[config.mk]
export PLATFORM = sky130hd
export DESIGN_NAME = stagger_bus_top
export DESIGN_NICKNAME = d
export VERILOG_FILES = /design/src/rtl/stagger_pkg.sv /design/src/rtl/stagger_ctrl.sv /design/src/rtl/stagger_dpath.sv /design/src/rtl/stagger_rx.sv /design/src/rtl/stagger_bus_top.sv
export SDC_FILE = /design/constraint.sdc
export NUM_CORES = 1
export LEC_CHECK = 0
export BUFFER_PORTS_ARGS = -buffer_cell sky130_fd_sc_hd__buf_2
export CORE_UTILIZATION = 57
export CTS_CLUSTER_SIZE = 30
export DETAILED_ROUTE_END_ITERATION = 12
export HOLD_SLACK_MARGIN = 0.12
export PLACE_DENSITY_LB_ADDON = 0.12
export RECOVER_POWER = 50
export SYNTH_ARGS = -nofsm -noshare
export SYNTH_HDL_FRONTEND = slang
export SYNTH_SLANG_ARGS = --single-unit
[constraint.sdc]
create_clock -name clk -period 4.5 [get_ports clk]
set_input_delay 0.225 -clock clk [delete_from_list [all_inputs] [get_ports clk]]
set_output_delay 0.225 -clock clk [all_outputs]
set_load 0.05 [all_outputs]
[src/rtl/stagger_pkg.sv]
package stagger_pkg;
  localparam int WORD_W    = 32;
  localparam int GROUPS    = 4;
  localparam int GRP_IDX_W = $clog2(GROUPS);
  localparam int GAP_W     = 4;

  typedef struct packed {
    logic                 loadWord;
    logic                 driveGroup;
    logic [GRP_IDX_W-1:0] grpSel;
  } ctrl_t;
endpackage

[src/rtl/stagger_ctrl.sv]
module stagger_ctrl
  import stagger_pkg::*;
(
  input  logic             clk,
  input  logic             rstN,
  input  logic [GAP_W-1:0] gapCycles,
  input  logic             inValid,
  output logic             inReady,
  output ctrl_t            ctrl
);
  typedef enum logic {ST_IDLE, ST_SEND} state_t;

  state_t               state;
  logic [GAP_W-1:0]     gapReg;
  logic [GAP_W-1:0]     waitCnt;
  logic [GRP_IDX_W-1:0] grpIdx;
  logic                 accept;
  logic                 fire;
  logic                 lastGrp;

  assign inReady = (state == ST_IDLE);
  assign accept  = inValid && inReady;
  assign fire    = (state == ST_SEND) && (waitCnt == '0);
  assign lastGrp = (grpIdx == GRP_IDX_W'(GROUPS - 1));

  always_comb begin
    ctrl.loadWord   = accept;
    ctrl.driveGroup = fire;
    ctrl.grpSel     = grpIdx;
  end

  always_ff @(posedge clk or negedge rstN) begin
    if (!rstN) begin
      state   <= ST_IDLE;
      gapReg  <= GAP_W'(1);
      waitCnt <= '0;
      grpIdx  <= '0;
    end else begin
      if (accept) begin
        state   <= ST_SEND;
        gapReg  <= (gapCycles == '0) ? GAP_W'(1) : gapCycles;
        waitCnt <= '0;
        grpIdx  <= '0;
      end else if (fire) begin
        waitCnt <= gapReg - GAP_W'(1);
        if (lastGrp) begin
          state  <= ST_IDLE;
          grpIdx <= '0;
        end else begin
          grpIdx <= grpIdx + GRP_IDX_W'(1);
        end
      end else if (state == ST_SEND) begin
        waitCnt <= waitCnt - GAP_W'(1);
      end
    end
  end
endmodule

[src/rtl/stagger_dpath.sv]
module stagger_dpath
  import stagger_pkg::*;
(
  input  logic              clk,
  input  logic              rstN,
  input  ctrl_t             ctrl,
  input  logic [WORD_W-1:0] inWord,
  output logic [WORD_W-1:0] busOut,
  output logic [GROUPS-1:0] grpStrobe
);
  logic [WORD_W-1:0] wordReg;
  logic [WORD_W-1:0] nxtBus;
  logic [GROUPS-1:0] nxtStrobe;

  always_comb begin
    nxtBus = busOut;
    for (int b = 0; b < WORD_W; b++) begin
      if (ctrl.driveGroup && (GRP_IDX_W'(b % GROUPS) == ctrl.grpSel))
        nxtBus[b] = wordReg[b];
    end
  end

  always_comb begin
    nxtStrobe = grpStrobe;
    for (int g = 0; g < GROUPS; g++) begin
      if (ctrl.driveGroup && (GRP_IDX_W'(g) == ctrl.grpSel))
        nxtStrobe[g] = ~grpStrobe[g];
    end
  end

  always_ff @(posedge clk or negedge rstN) begin
    if (!rstN) begin
      wordReg   <= '0;
      busOut    <= '0;
      grpStrobe <= '0;
    end else begin
      if (ctrl.loadWord) wordReg <= inWord;
      busOut    <= nxtBus;
      grpStrobe <= nxtStrobe;
    end
  end
endmodule

[src/rtl/stagger_rx.sv]
module stagger_rx
  import stagger_pkg::*;
(
  input  logic              clk,
  input  logic              rstN,
  input  logic [WORD_W-1:0] busIn,
  input  logic [GROUPS-1:0] strobeIn,
  output logic [WORD_W-1:0] rxWord,
  output logic              wordDone
);
  logic [GROUPS-1:0] prevStrobe;
  logic [GROUPS-1:0] flipped;
  logic [WORD_W-1:0] nxtWord;

  assign flipped = strobeIn ^ prevStrobe;

  always_comb begin
    nxtWord = rxWord;
    for (int b = 0; b < WORD_W; b++) begin
      if (flipped[b % GROUPS]) nxtWord[b] = busIn[b];
    end
  end

  always_ff @(posedge clk or negedge rstN) begin
    if (!rstN) begin
      prevStrobe <= '0;
      rxWord     <= '0;
      wordDone   <= 1'b0;
    end else begin
      prevStrobe <= strobeIn;
      rxWord     <= nxtWord;
      wordDone   <= flipped[GROUPS-1];
    end
  end
endmodule

[src/rtl/stagger_bus_top.sv]
module stagger_bus_top
  import stagger_pkg::*;
(
  input  logic              clk,
  input  logic              rstN,
  input  logic [GAP_W-1:0]  gapCycles,
  input  logic              inValid,
  input  logic [WORD_W-1:0] inWord,
  output logic              inReady,
  output logic [WORD_W-1:0] busOut,
  output logic [GROUPS-1:0] grpStrobe,
  output logic [WORD_W-1:0] rxWord,
  output logic              wordDone
);
  ctrl_t ctrl;

  stagger_ctrl i_ctrl (
    .clk(clk), .rstN(rstN), .gapCycles(gapCycles),
    .inValid(inValid), .inReady(inReady), .ctrl(ctrl)
  );

  stagger_dpath i_dpath (
    .clk(clk), .rstN(rstN), .ctrl(ctrl), .inWord(inWord),
    .busOut(busOut), .grpStrobe(grpStrobe)
  );

  stagger_rx i_rx (
    .clk(clk), .rstN(rstN), .busIn(busOut), .strobeIn(grpStrobe),
    .rxWord(rxWord), .wordDone(wordDone)
  );
endmodule

==> metrics <==
failing checks capacitance limit, slew limit; Tmin final 2.253 ns; die area 0.008165 sq mm; slowest cell on the critical path clkbuf_2; num rows 31; Yosys cell types 29; Final Non-Filler Cells 562; final setup fails 0; data arrival time of the worst path 2.86 ns; CTS Hold Bufs 38; Clock Skews 0.009040 ns; cells after synthesis 294; CP peak stage delay 1.45 ns; Post-synth ARST share 100.0%; setup bufs post-CTS 0; CTS tree built; clock sinks 116; grt ovf 0; GRT Total Usage 23.89%; Routed WL 8759 um; largest net degree at the start of global routing 88; post-DP HPWL 5151 um; outcome finished, violations left; critical path, cell by cell dlygate4sd3_1 -> clkbuf_2 -> buf_4; RSZ-0062 raised after global routing no; warnings from Yosys 0; vias in the first global route 2940; Mean Syn Cell Area 15.14 sq um; share of layout cells above drive strength 1 38.88%; Fmax 443.9 MHz; initial antenna violation count 0; Yosys reg bits 116; DIE HEIGHT 90.36 um; first-pass GRT wire length 14800 um; initial core utilization 60.07%; Max-Cap Viols 1; DRT iter0 DRCs 99; Total Neg Setup Slack 0 ns; Required @ worst endpoint 5.11 ns; CTS buffer count 17; clk root buf clkbuf_8; CP endpoint kind async pin; clock latency at the later pin of the worst-skew pair 0.51 ns; number of port buffers 108; I/O pins 109; Die X 90.36 um; crit path launch type input port; post_cts resized 0; via count 2882; syn_nets 337; Worst slew margin -38.28%; clock buffer depth 2; Worst-path clk slew 0.06 ns; HP Class flop to flop; Via density 5.128; Synth Flop Type dfrtp_1; Slew @ Worst Pin 2.074 ns; EDFF count, synth 0; Inst Count DP 493; CP max FO 87; Nets 494; critical path type input port to async pin; Area Overhead vs Synth 33.85%; core area 0.007408 sq mm; H-tree Lvls 4; Synth Cell Area 0.004451 sq mm; Hold Slack 0.4566 ns; register area share after synthesis 65.25%; ANT cells 0; post-route ant nets 0; max-slew violations 88; DR WL/cell 15.59 um; GPL Wtd Cong 0.7476; Final Hold Violating Endpoints 0; DR pass1 iterations 4; drt drc 0; fin crit share 50.06%
cell type report:
type	instances	area, sq um
multi-input cells	164	1494
clock buffers	20	445.4
flip-flops and latches	116	2904
clock inverters	11	110.1
fillers	478	1451
well taps	99	123.9
repair buffers	147	860.8
inverters	5	18.77
metal layers:
metal	global-route usage [%]	up-vias	part of all wire, %
met1	28.52	1446	43
met3	7.407	12	4.3
met4	7.796	0	1.2
met5	0	-	0
met2	41.28	80	51
li1	-	1344	-
metrics by stage:
| step | util (%) | setup WS, ns | cell area [sq um] |
|---|---|---|---|
| floorplan | - | 2.778 | 4451 |
| global placement | 68.72 | 2.593 | 5091 |
| detailed placement | 68.72 | 2.578 | 5091 |
| CTS | 81.35 | 2.537 | 6027 |
| global route | 80.41 | 1.838 | 5957 |
| finish | 80.41 | 2.247 | 5957 |
worst paths after layout:
path	start	to	slack [ns]	cells after the start
max	rstN	i_ctrl.gapReg[0]	2.25	3
min	i_dpath.grpStrobe[0]	i_rx.prevStrobe[0]	0.46	0
max reg2reg	i_ctrl.state	i_ctrl.grpIdx[1]	2.51	3
min reg2reg	i_dpath.grpStrobe[0]	i_rx.prevStrobe[0]	0.46	0
max in group clk	i_ctrl.state	i_ctrl.grpIdx[1]	2.51	3
min in group asynchronous	rstN	i_rx.rxWord[1]	0.84	2
sequential cells by signal, indices dropped and copies added, names as in the netlist:
| register | cells |
|---|---|
| i_rx.prevStrobe | 4 |
| i_dpath.busOut | 32 |
| i_ctrl.waitCnt | 4 |
| i_ctrl.gapReg | 4 |
| i_rx.wordDone | 1 |
| i_dpath.grpStrobe | 4 |
| i_dpath.wordReg | 32 |
| i_rx.rxWord | 32 |
| i_ctrl.grpIdx | 2 |
| i_ctrl.state | 1 |
worst max-delay path, delay by kind of cell:
family   cells  cell delay [ns]
buf+inv      3             2.54
Yosys cell counts (2+ instances only):
cell type  count  share of area (%)
xor2_1         2               0.39
nand3_1        2               0.22
nor3_1         3               0.34
nor2_1         5               0.42
xnor2_1        9                1.8
clkbuf_1       3               0.25
nand2_1       25                2.1
ha_1           4                1.1
o21ai_0        2               0.22
mux2_2        92                 23
dfrtp_1      115                 65
inv_1          5               0.42
buf_2          6               0.67
a21oi_1        3               0.34
nand3b_1       4               0.67
placed cells by master (no fill, tap or decap), drive strengths merged, types with 2 or more instances in the layout:
| master | instances |
|---|---|
| a21oi | 3 |
| buf | 54 |
| bufinv | 2 |
| clkbuf | 75 |
| clkinv | 7 |
| clkinvlp | 2 |
| dfrtp | 115 |
| dlygate4sd3 | 38 |
| ha | 4 |
| inv | 5 |
| mux2 | 92 |
| nand2 | 25 |
| nand3 | 2 |
| nand3b | 4 |
| nor2 | 5 |
| nor3 | 3 |
| nor4b | 2 |
| o21ai | 2 |
| xnor2 | 9 |
| xor2 | 2 |
kinds of logic after synthesis:
group                      share of synthesized area, %
adders and majority gates                         1.125
buffers and inverters                             1.350
DFF                                               65.25
and+or+nand+nor                                   5.229
AOI/OAI and AO/OA                                 1.603
xor gates and xnor gates                          2.165
muxes                                             23.28
Power is not shown: default switching activity piles up to over one toggle a cycle in this logic, so the estimate is an artifact.
